==> src/rtl/mcu_io_pkg.sv <==
package mcu_io_pkg;

  localparam int DW      = 8;
  localparam int AW      = 8;
  localparam int BW      = $clog2(DW);
  localparam int NSLOT   = 6;
  localparam int W1C_SLOT = 5;

  // ranges
  localparam logic [AW-1:0] IO_SPAN  = 8'h40;
  localparam logic [AW-1:0] BIT_SPAN = 8'h20;
  localparam logic [AW-1:0] DS_OFS   = 8'h20;

  // unified index of each slot (data address minus DS_OFS)
  // slot0..2 general purpose, slot3 control, slot4 extended, slot5 status
  localparam logic [NSLOT-1:0][AW-1:0] SLOT_IDX =
    {8'h11, 8'h84, 8'h2C, 8'h15, 8'h0A, 8'h03};

  typedef enum logic [2:0] {
    OP_NONE = 3'd0,
    OP_IN   = 3'd1,
    OP_OUT  = 3'd2,
    OP_LD   = 3'd3,
    OP_ST   = 3'd4,
    OP_BSET = 3'd5,
    OP_BCLR = 3'd6,
    OP_BTST = 3'd7
  } io_op_e;

  typedef struct packed {
    logic          rd;
    logic          wr;
    logic          bset;
    logic          bclr;
    logic          btst;
    logic          reject;
    logic          not_mine;
    logic [AW-1:0] idx;
  } io_dec_t;

endpackage

==> src/rtl/mcu_io_rstsync.sv <==
module mcu_io_rstsync (
  input  logic clk,
  input  logic rst_n,
  output logic rst_sync_n
);

  logic [1:0] sync_q;

  always_ff @(posedge clk or negedge rst_n) begin
    if (!rst_n) sync_q <= 2'b00;
    else        sync_q <= {sync_q[0], 1'b1};
  end

  assign rst_sync_n = sync_q[1];

endmodule

==> src/rtl/mcu_io_decode.sv <==
module mcu_io_decode
  import mcu_io_pkg::*;
(
  input  logic          valid,
  input  logic [2:0]    op,
  input  logic [AW-1:0] addr,
  output io_dec_t       dec
);

  io_op_e op_e;
  assign op_e = io_op_e'(op);

  always_comb begin
    dec     = '0;
    dec.idx = addr;
    if (valid) begin
      unique case (op_e)
        OP_IN, OP_OUT: begin
          if (addr < IO_SPAN) begin
            dec.rd = (op_e == OP_IN);
            dec.wr = (op_e == OP_OUT);
          end else begin
            dec.reject = 1'b1;
          end
        end
        OP_LD, OP_ST: begin
          if (addr < DS_OFS) begin
            dec.not_mine = 1'b1;
          end else begin
            dec.idx = addr - DS_OFS;
            dec.rd  = (op_e == OP_LD);
            dec.wr  = (op_e == OP_ST);
          end
        end
        OP_BSET, OP_BCLR, OP_BTST: begin
          if (addr < BIT_SPAN) begin
            dec.bset = (op_e == OP_BSET);
            dec.bclr = (op_e == OP_BCLR);
            dec.btst = (op_e == OP_BTST);
          end else begin
            dec.reject = 1'b1;
          end
        end
        default: ;
      endcase
    end
  end

endmodule

==> src/rtl/mcu_io_rwreg.sv <==
module mcu_io_rwreg #(
  parameter int W = 8
) (
  input  logic         clk,
  input  logic         rst_n,
  input  logic         en_wr,
  input  logic         en_set,
  input  logic         en_clr,
  input  logic [W-1:0] wdata,
  input  logic [W-1:0] mask,
  output logic [W-1:0] q
);

  logic [W-1:0] nxt;
  logic         ld_en;

  always_comb begin
    nxt = q;
    if (en_wr)       nxt = wdata;
    else if (en_set) nxt = q | mask;
    else if (en_clr) nxt = q & ~mask;
  end

  assign ld_en = en_wr | en_set | en_clr;

  always_ff @(posedge clk or negedge rst_n) begin
    if (!rst_n)     q <= '0;
    else if (ld_en) q <= nxt;
  end

endmodule

==> src/rtl/mcu_io_w1c.sv <==
module mcu_io_w1c #(
  parameter int W = 8
) (
  input  logic         clk,
  input  logic         rst_n,
  input  logic         en_wr,
  input  logic         en_set,
  input  logic [W-1:0] wdata,
  input  logic [W-1:0] mask,
  input  logic [W-1:0] hw_set,
  output logic [W-1:0] q
);

  logic [W-1:0] clr_vec;
  logic [W-1:0] nxt;
  logic         ld_en;

  // full write clears every written one, bit set clears only the named bit,
  // bit clear writes a zero and so clears nothing
  always_comb begin
    clr_vec = '0;
    if (en_wr)       clr_vec = wdata;
    else if (en_set) clr_vec = mask;
    nxt = (q & ~clr_vec) | hw_set;
  end

  assign ld_en = (|clr_vec) | (|hw_set);

  always_ff @(posedge clk or negedge rst_n) begin
    if (!rst_n)     q <= '0;
    else if (ld_en) q <= nxt;
  end

endmodule

==> src/rtl/mcu_io_rdmux.sv <==
module mcu_io_rdmux #(
  parameter int N = 6,
  parameter int W = 8
) (
  input  logic [N-1:0]        hit,
  input  logic [N-1:0][W-1:0] vals,
  output logic [W-1:0]        dout
);

  always_comb begin
    dout = '0;
    for (int s = 0; s < N; s++) begin
      dout = dout | (vals[s] & {W{hit[s]}});
    end
  end

endmodule

==> src/rtl/mcu_ioreg_unit.sv <==
module mcu_ioreg_unit
  import mcu_io_pkg::*;
(
  input  logic          clk,
  input  logic          rst_n,
  input  logic          req_valid,
  input  logic [2:0]    req_op,
  input  logic [7:0]    req_addr,
  input  logic [7:0]    req_wdata,
  input  logic [2:0]    req_bit,
  input  logic [7:0]    hw_flag_set,
  output logic [7:0]    rd_data,
  output logic          bit_val,
  output logic          not_mine,
  output logic          reject
);

  logic                   rst_sync_n;
  io_dec_t                dec;
  logic                   any_acc;
  logic [NSLOT-1:0]       hit;
  logic [NSLOT-1:0][DW-1:0] slot_q;
  logic [DW-1:0]          sel_val;
  logic [DW-1:0]          bmask;
  logic [DW-1:0]          status_q;

  mcu_io_rstsync u_rst (
    .clk        (clk),
    .rst_n      (rst_n),
    .rst_sync_n (rst_sync_n)
  );

  mcu_io_decode u_dec (
    .valid (req_valid),
    .op    (req_op),
    .addr  (req_addr),
    .dec   (dec)
  );

  assign any_acc = dec.rd | dec.wr | dec.bset | dec.bclr | dec.btst;
  assign bmask   = DW'(1) << req_bit;

  for (genvar s = 0; s < NSLOT; s++) begin : g_slot
    assign hit[s] = any_acc && (dec.idx == SLOT_IDX[s]);
    if (s == W1C_SLOT) begin : g_w1c
      mcu_io_w1c #(.W(DW)) u_reg (
        .clk    (clk),
        .rst_n  (rst_sync_n),
        .en_wr  (hit[s] & dec.wr),
        .en_set (hit[s] & dec.bset),
        .wdata  (req_wdata),
        .mask   (bmask),
        .hw_set (hw_flag_set),
        .q      (slot_q[s])
      );
    end else begin : g_rw
      mcu_io_rwreg #(.W(DW)) u_reg (
        .clk    (clk),
        .rst_n  (rst_sync_n),
        .en_wr  (hit[s] & dec.wr),
        .en_set (hit[s] & dec.bset),
        .en_clr (hit[s] & dec.bclr),
        .wdata  (req_wdata),
        .mask   (bmask),
        .q      (slot_q[s])
      );
    end
  end

  assign status_q = slot_q[W1C_SLOT];

  mcu_io_rdmux #(.N(NSLOT), .W(DW)) u_mux (
    .hit  (hit),
    .vals (slot_q),
    .dout (sel_val)
  );

  assign rd_data  = dec.rd   ? sel_val : '0;
  assign bit_val  = dec.btst ? sel_val[req_bit] : 1'b0;
  assign not_mine = dec.not_mine;
  assign reject   = dec.reject;

endmodule

==> config.mk <==
export PLATFORM = sky130hd
export DESIGN_NAME = mcu_ioreg_unit
export DESIGN_NICKNAME = d
export VERILOG_FILES = /design/src/rtl/mcu_io_pkg.sv /design/src/rtl/mcu_io_rstsync.sv /design/src/rtl/mcu_io_decode.sv /design/src/rtl/mcu_io_rwreg.sv /design/src/rtl/mcu_io_w1c.sv /design/src/rtl/mcu_io_rdmux.sv /design/src/rtl/mcu_ioreg_unit.sv
export SDC_FILE = /design/constraint.sdc
export NUM_CORES = 1
export LEC_CHECK = 0
export ABC_AREA = 1
export BUFFER_PORTS_ARGS = -buffer_cell sky130_fd_sc_hd__buf_2
export CORE_MARGIN = 2
export CORE_UTILIZATION = 52
export DETAILED_ROUTE_END_ITERATION = 16
export PLACE_DENSITY_LB_ADDON = 0.12
export SLEW_MARGIN = 20
export SYNTH_ARGS = -nofsm -noshare
export SYNTH_HDL_FRONTEND = slang
export SYNTH_SLANG_ARGS = --single-unit
==> constraint.sdc <==
create_clock -name clk -period 2.26 [get_ports clk]
set_input_delay 0.452 -clock clk [delete_from_list [all_inputs] [get_ports clk]]
set_output_delay 0.452 -clock clk [all_outputs]
set_load 0.01 [all_outputs]
# After elaboration in Yosys (flattened, before gate mapping)
# Cells that the tools add are included.
# word_totals
inputBits,33
regBits,50
# classes
add_sub_neg,1
magnitude_cmp,3
n_reduce_logical,21
n_mux,33
eq_ne,13
n_shift,1
n_bitwise,57
# op_table
op,count
8-bit two-way mux,19
8-bit AND,12
8-bit bitwise OR,11
1-bit AND,17
"8-bit by 5-bit == test with 1-bit output, second input constant",2
8-bit inverter,2
8-bit OR reduction,2
15-bit two-way mux,1
1-bit bitwise OR,15
3-bit nonzero test,5
"3-bit == test, second input constant",4
2-bit AND reduction,5
9-bit two-way mux,1
"8-bit by 2-bit == test with 1-bit output, second input constant",1
"8-bit by 4-bit == test with 1-bit output, second input constant",1
"8-bit by 6-bit == test with 1-bit output, second input constant",1
"8-bit == test, second input constant",1
"8-bit by 6-bit < comparator with 1-bit output, second input constant",1
"8-bit by 7-bit < comparator with 1-bit output, second input constant",1
"1-bit by 3-bit << shifter with 8-bit output, first input constant",1
"8-bit by 6-bit subtractor with 8-bit output, second input constant",1
"3-bit by 2-bit == test with 1-bit output, second input constant",2
1-bit logical AND,6
3-bit two-way mux,2
9 further kinds,15

# Logic depth before layout (Yosys ltp)
# logic_depth
ltp_word,18
ltp_mapped,17
ltp_nobuf,17

# Modules after synthesis
# Synthesis repeated with hierarchy kept, for this count alone.
# hier_totals
cells_unflattened,670
hier_area_um2,4115.2
# modules_own_cells
mod,area_per_inst_um2,seq_area_each_um2,instances,cells_per_inst
mcu_io_rwreg,495.5,200.2,5,70
mcu_ioreg_unit,495.5,0.0,1,111
mcu_io_rdmux,390.4,0.0,1,102
mcu_io_w1c,390.4,200.2,1,51
mcu_io_decode,307.8,0.0,1,53
mcu_io_rstsync,53.8,50.0,1,3

# Least setup slack after synthesis
# OpenSTA, ideal clock, no wires.
# synth_timing
path_kind,input port to output port
start,input port req_valid
end,output port bit_val
arrival_time_ps,2047
t_required_ps,1808
n_path_buf,1
slack_ps,-239
cell_stages,14
cell_sequence,buf_4 > inv_2 > nor3_1 > nand2_2 > nand3_2 > nand3_1 > nor2_4 > nand2_1 > nand3_1 > nand3b_1 > nand2_1 > nor2_1 > nor2_1 > nor2_1
# synth_between
elab_chain_cells,15
# synth_rtl
element,line_no,source
from (decl),mcu_ioreg_unit.sv:6,"input logic req_valid,"
15-bit two-way mux (*),mcu_io_decode.sv:16,if (valid) begin
1-bit bitwise OR (4 in a row),mcu_ioreg_unit.sv:40,assign any_acc = dec.rd | dec.wr | dec.bset | dec.bclr | dec.btst;
1-bit logical AND,mcu_ioreg_unit.sv:44,assign hit[s] = any_acc && (dec.idx == SLOT_IDX[s]);
8-bit AND,mcu_io_rdmux.sv:13,dout = dout | (vals[s] & {W{hit[s]}});
8-bit bitwise OR (5 in a row),mcu_io_rdmux.sv:13,
1-bit binary-select mux with 3-bit select,mcu_ioreg_unit.sv:79,assign bit_val = dec.btst ? sel_val[req_bit] : 1'b0;
1-bit two-way mux (implied by the code),mcu_ioreg_unit.sv:79,
1-bit two-way mux (*),mcu_ioreg_unit.sv:79,
to (decl),mcu_ioreg_unit.sv:13,"output logic bit_val,"
# Every way passes the cells marked *; elsewhere a longest branch is shown, timed or not. The select of a mux whose other input is x is not followed.

# Final worst setup path
# layout_timing
start,input port req_addr[7]
end,output port bit_val
# layout_between
elab_chain_cells,18
# layout_rtl
element,line_no,source
from (decl),mcu_ioreg_unit.sv:8,"input logic [7:0] req_addr,"
8-bit by 6-bit < comparator with 1-bit output or 8-bit by 7-bit < comparator with 1-bit output (tied branches),"mcu_io_decode.sv:27, mcu_io_decode.sv:36, mcu_io_decode.sv:19",
2-bit two-way mux (on tied branches),"mcu_io_decode.sv:27, mcu_io_decode.sv:19",
2-bit one-hot mux with 2 select lines,mcu_io_decode.sv:17,unique case (op_e)
15-bit two-way mux (*),mcu_io_decode.sv:16,
1-bit bitwise OR (4 in a row),mcu_ioreg_unit.sv:40,
1-bit logical AND,mcu_ioreg_unit.sv:44,
8-bit AND,mcu_io_rdmux.sv:13,
8-bit bitwise OR (5 in a row),mcu_io_rdmux.sv:13,
1-bit binary-select mux with 3-bit select,mcu_ioreg_unit.sv:79,
1-bit two-way mux (implied by the code),mcu_ioreg_unit.sv:79,
1-bit two-way mux (*),mcu_ioreg_unit.sv:79,
# Marked as above.

==> metrics.md <==
| Metric | Value |
|---|---|
| Status | `finished, violations left` |
| Failing checks | `setup timing` |
| Critical path startpoint category | `input port` |
| Syn_nets | `498` |
| Max Slew Vio Count | `0` |
| Synth top area cells | `dfrtp_1 38%, nand2_1 9.6%, inv_1 8.7%` |
| Critical path class | `in2out` |
| Ant diodes | `0` |
| Final setup fails | `10` |
| Initial antenna violation count | `0` |
| Root Driver | `clkbuf_8` |
| Worst-path fanout max | `6` |
| WP data arrival | `2.56 ns` |
| Horiz. Die Dim | `83.1 µm` |
| Skew-Pair Late Insertion Delay | `0.31 ns` |
| DRC | `0` |
| Hold crit path type | `reg2async` |
| Post-synth top area cell | `dfrtp_1` |
| DRT Pass-1 Iters | `5` |
| GRT Resource Usage Total | `0.339` |
| Worst-Margin Slew | `0.562 ns` |
| Maximum vdd drop | `0.429 mV` |
| Vias | `4098` |
| Post-DP HPWL | `8070 µm` |
| Initial Util | `0.543` |
| Finished Layout Cells | `685` |
| Sinks on Clock Net | `50` |
| Mapped Cells | `464` |
| CP Capture Type | `output pin` |
| Vias in the first global route | `3920` |
| Largest net degree at the start of global routing | `26` |
| Row cnt | `28` |
| Multi-input logic area | `2140 µm²` |
| Remaining antenna violation count | `0` |
| Leakage power | `2.49 nW` |
| Clock-pin slew on the worst setup and hold paths | `0.09 ns` |
| Synthesized area per cell | `7.01 µm²` |
| Top-area cell type share of the netlist area | `0.385` |
| Post-layout nets | `643` |
| Fin crit share | `1.33` |
| Final WS setup | `-0.750 ns` |
| Hold Slack | `0.265 ns` |
| Netlist cell types | `30` |
| Remaining Overflow, GRT | `0` |
| PortBufs | `43` |
| Via density | `5.98` |
| Worst EP required | `1.81 ns` |
| Share of layout cells above drive strength 1 | `0.441` |
| H-tree depth | `2` |
| Pre-CTS setup slack | `-0.696 ns` |
| CTS tree | `done` |
| Wirelength per Cell | `18.8 µm` |
| I/O Pins | `44` |
| RSZ-0062 raised after global routing | `yes` |
| Core area | `5990 µm²` |
| Die height | `83.1 µm` |
| Setup tns final | `-5.64 ns` |
| Power Density | `384 nW/µm²` |
| Area of the die | `6900 µm²` |
| CTS buffer count | `5` |
| Final Hold Vio Count | `0` |
| Fillers | `362` |
| Synth warnings | `0` |
| Layout Area Growth over Synthesis | `54.8%` |
| Iter 0 DRT Violations | `475` |
| Final Skew | `0.00235 ns` |
| F_max | `0.332 GHz` |
| Clock tree buffer depth | `2` |
| Placed insts | `652` |
| Post-synthesis sequential area ratio | `0.385` |
| Post-Syn Area | `3250 µm²` |
| Max_cap viols | `0` |
| First-pass GRT wire length | `18800 µm` |
| DRT Wirelength | `12900 µm` |
| Register area | `1250 µm²` |
| Period minus WS final | `3.01 ns` |
| Slew HR | `0.625` |
| Synthesized flop and latch total | `50` |
| Routability cong. | `1.01` |
-- through the flow --
step | power, mW | cell area [µm²] | utilization
6_report | 1.93 | 5030 | 0.840
5_1_grt | 1.99 | 5030 | 0.840
4_1_cts | 1.86 | 4680 | 0.782
3_5_place_dp | 1.19 | 4210 | 0.702
3_3_place_gp | 1.19 | 4210 | 0.702
2_1_floorplan | 1.06 | 3350 | -
-- report_power, final --
group	switching, mW	leakage, nW	internal (mW)
clock network	0.317	0.0585	0.332
logic	0.226	1.80	0.151
registers	0.00972	0.636	0.897
total	0.553	2.49	1.38
-- what timing repair did --
action,4_1_cts,5_1_grt
hold buffers,1,0
buffers inserted,12,11
setup endpoints to repair,17,18
gates cloned,0,1
pin swaps,46,42
hold endpoints to repair,2,0
resized for setup,68,75
-- final timing paths --
| path | from | end | slack [ns] | cells after the start |
|---|---|---|---|---|
| setup / recovery | req_addr[7] | bit_val | -0.75 | 19 |
| hold / removal | u_rst.sync_q[1]$_DFF_PN0_ | g_slot[5].g_w1c.u_reg.q[7]$_DFFE_PN0P_ | 0.27 | 0 |
| setup reg to reg | flop | flop | 1.43 | 4 |
| hold reg to reg | u_rst.sync_q[1]$_DFF_PN0_ | g_slot[5].g_w1c.u_reg.q[7]$_DFFE_PN0P_ | 0.27 | 0 |
| max in group asynchronous | u_rst.sync_q[1]$_DFF_PN0_ | async pin | 1.47 | 1 |
| min in group clk | hw_flag_set[5] | g_slot[5].g_w1c.u_reg.q[5]$_DFFE_PN0P_ | 0.33 | 2 |
-- critical path, stage by stage --
cell     delay, ns
buf_8         0.10
nor2_4        0.27
nor2_2        0.06
nand3_2       0.10
nand2_4       0.09
buf_12        0.13
nor2_4        0.11
nand3_4       0.12
nor2_4        0.14
buf_6         0.15
nand2_2       0.06
nand2_2       0.08
nor2_2        0.05
nand3_1       0.07
nand2_1       0.08
o21ai_1       0.13
nand2_1       0.07
nor2_2        0.12
buf_2         0.13
-- kinds of logic (layout without fill, tap and decap cells) --
family          Yosys count  after routing  share of synthesized area
other cells               1              1                    0.00115
buf+inv                  86            232                      0.101
simple gates            226            226                      0.312
fa+ha+maj                 1              1                    0.00385
mux                       4              4                     0.0123
flops                    50             50                      0.385
compound gates           96             96                      0.185
-- cell usage in the layout, fill, tap and decap left out, types with 7 or more instances in the layout --
cell type | synthesis | routed
o22ai_1 | 13 | 13
o21ai_0 | 37 | 27
nand3_2 | 4 | 17
nor2_4 | 5 | 15
nor2_1 | 71 | 49
nor2_2 | 7 | 19
o21ai_1 | 3 | 9
nand4_1 | 7 | 7
o221ai_1 | 17 | 17
a21oi_2 | 0 | 9
buf_2 | 1 | 38
nand3_4 | 0 | 9
o21bai_1 | 8 | 8
nand2_1 | 83 | 55
dfrtp_1 | 50 | 49
nand2_2 | 2 | 21
inv_1 | 75 | 70
nor3_1 | 10 | 7
buf_6 | 0 | 8
buf_4 | 1 | 88
nand3_1 | 34 | 12
nand2_4 | 0 | 9
-- layer usage --
metal / global-route usage / wire [µm] / up-vias
met5: 0 / 0 / -
met4: 0.167 / 735 / 0
met3: 0.0557 / 994 / 76
met2: 0.569 / 6320 / 264
met1: 0.425 / 4840 / 1926
li1: - / - / 1832
-- Yosys cell counts --
library cell and n:
inv_1 75, o31ai_1 4, o21ai_0 37, nor4_1 1, clkbuf_1 3, nand4_1 7, ha_1 1, mux2i_1 4
a21oi_1 12, nand3_1 34, o21ai_1 3, inv_2 6, o221ai_1 17, nor2_4 5, nand2_1 83, buf_4 1
o22ai_1 13, conb_1 1, buf_2 1, nand3_2 4, nor3_1 10, nor2_1 71, and3_1 1, o21bai_1 8
a211o_1 1, nand2_2 2, nor2_2 7, nand3b_1 1, dfrtp_1 50, o2111a_1 1
-- cell type report --
cell class,count,share of cell area
inverter,81,0.0664
tap,75,0.0187
clock inverter,3,0.00870
timing repair buffer,143,0.218
sequential,50,0.249
multi-input combinational,328,0.426
clock buffer,5,0.0137
Note: power is estimated with default switching activity, not from simulation.
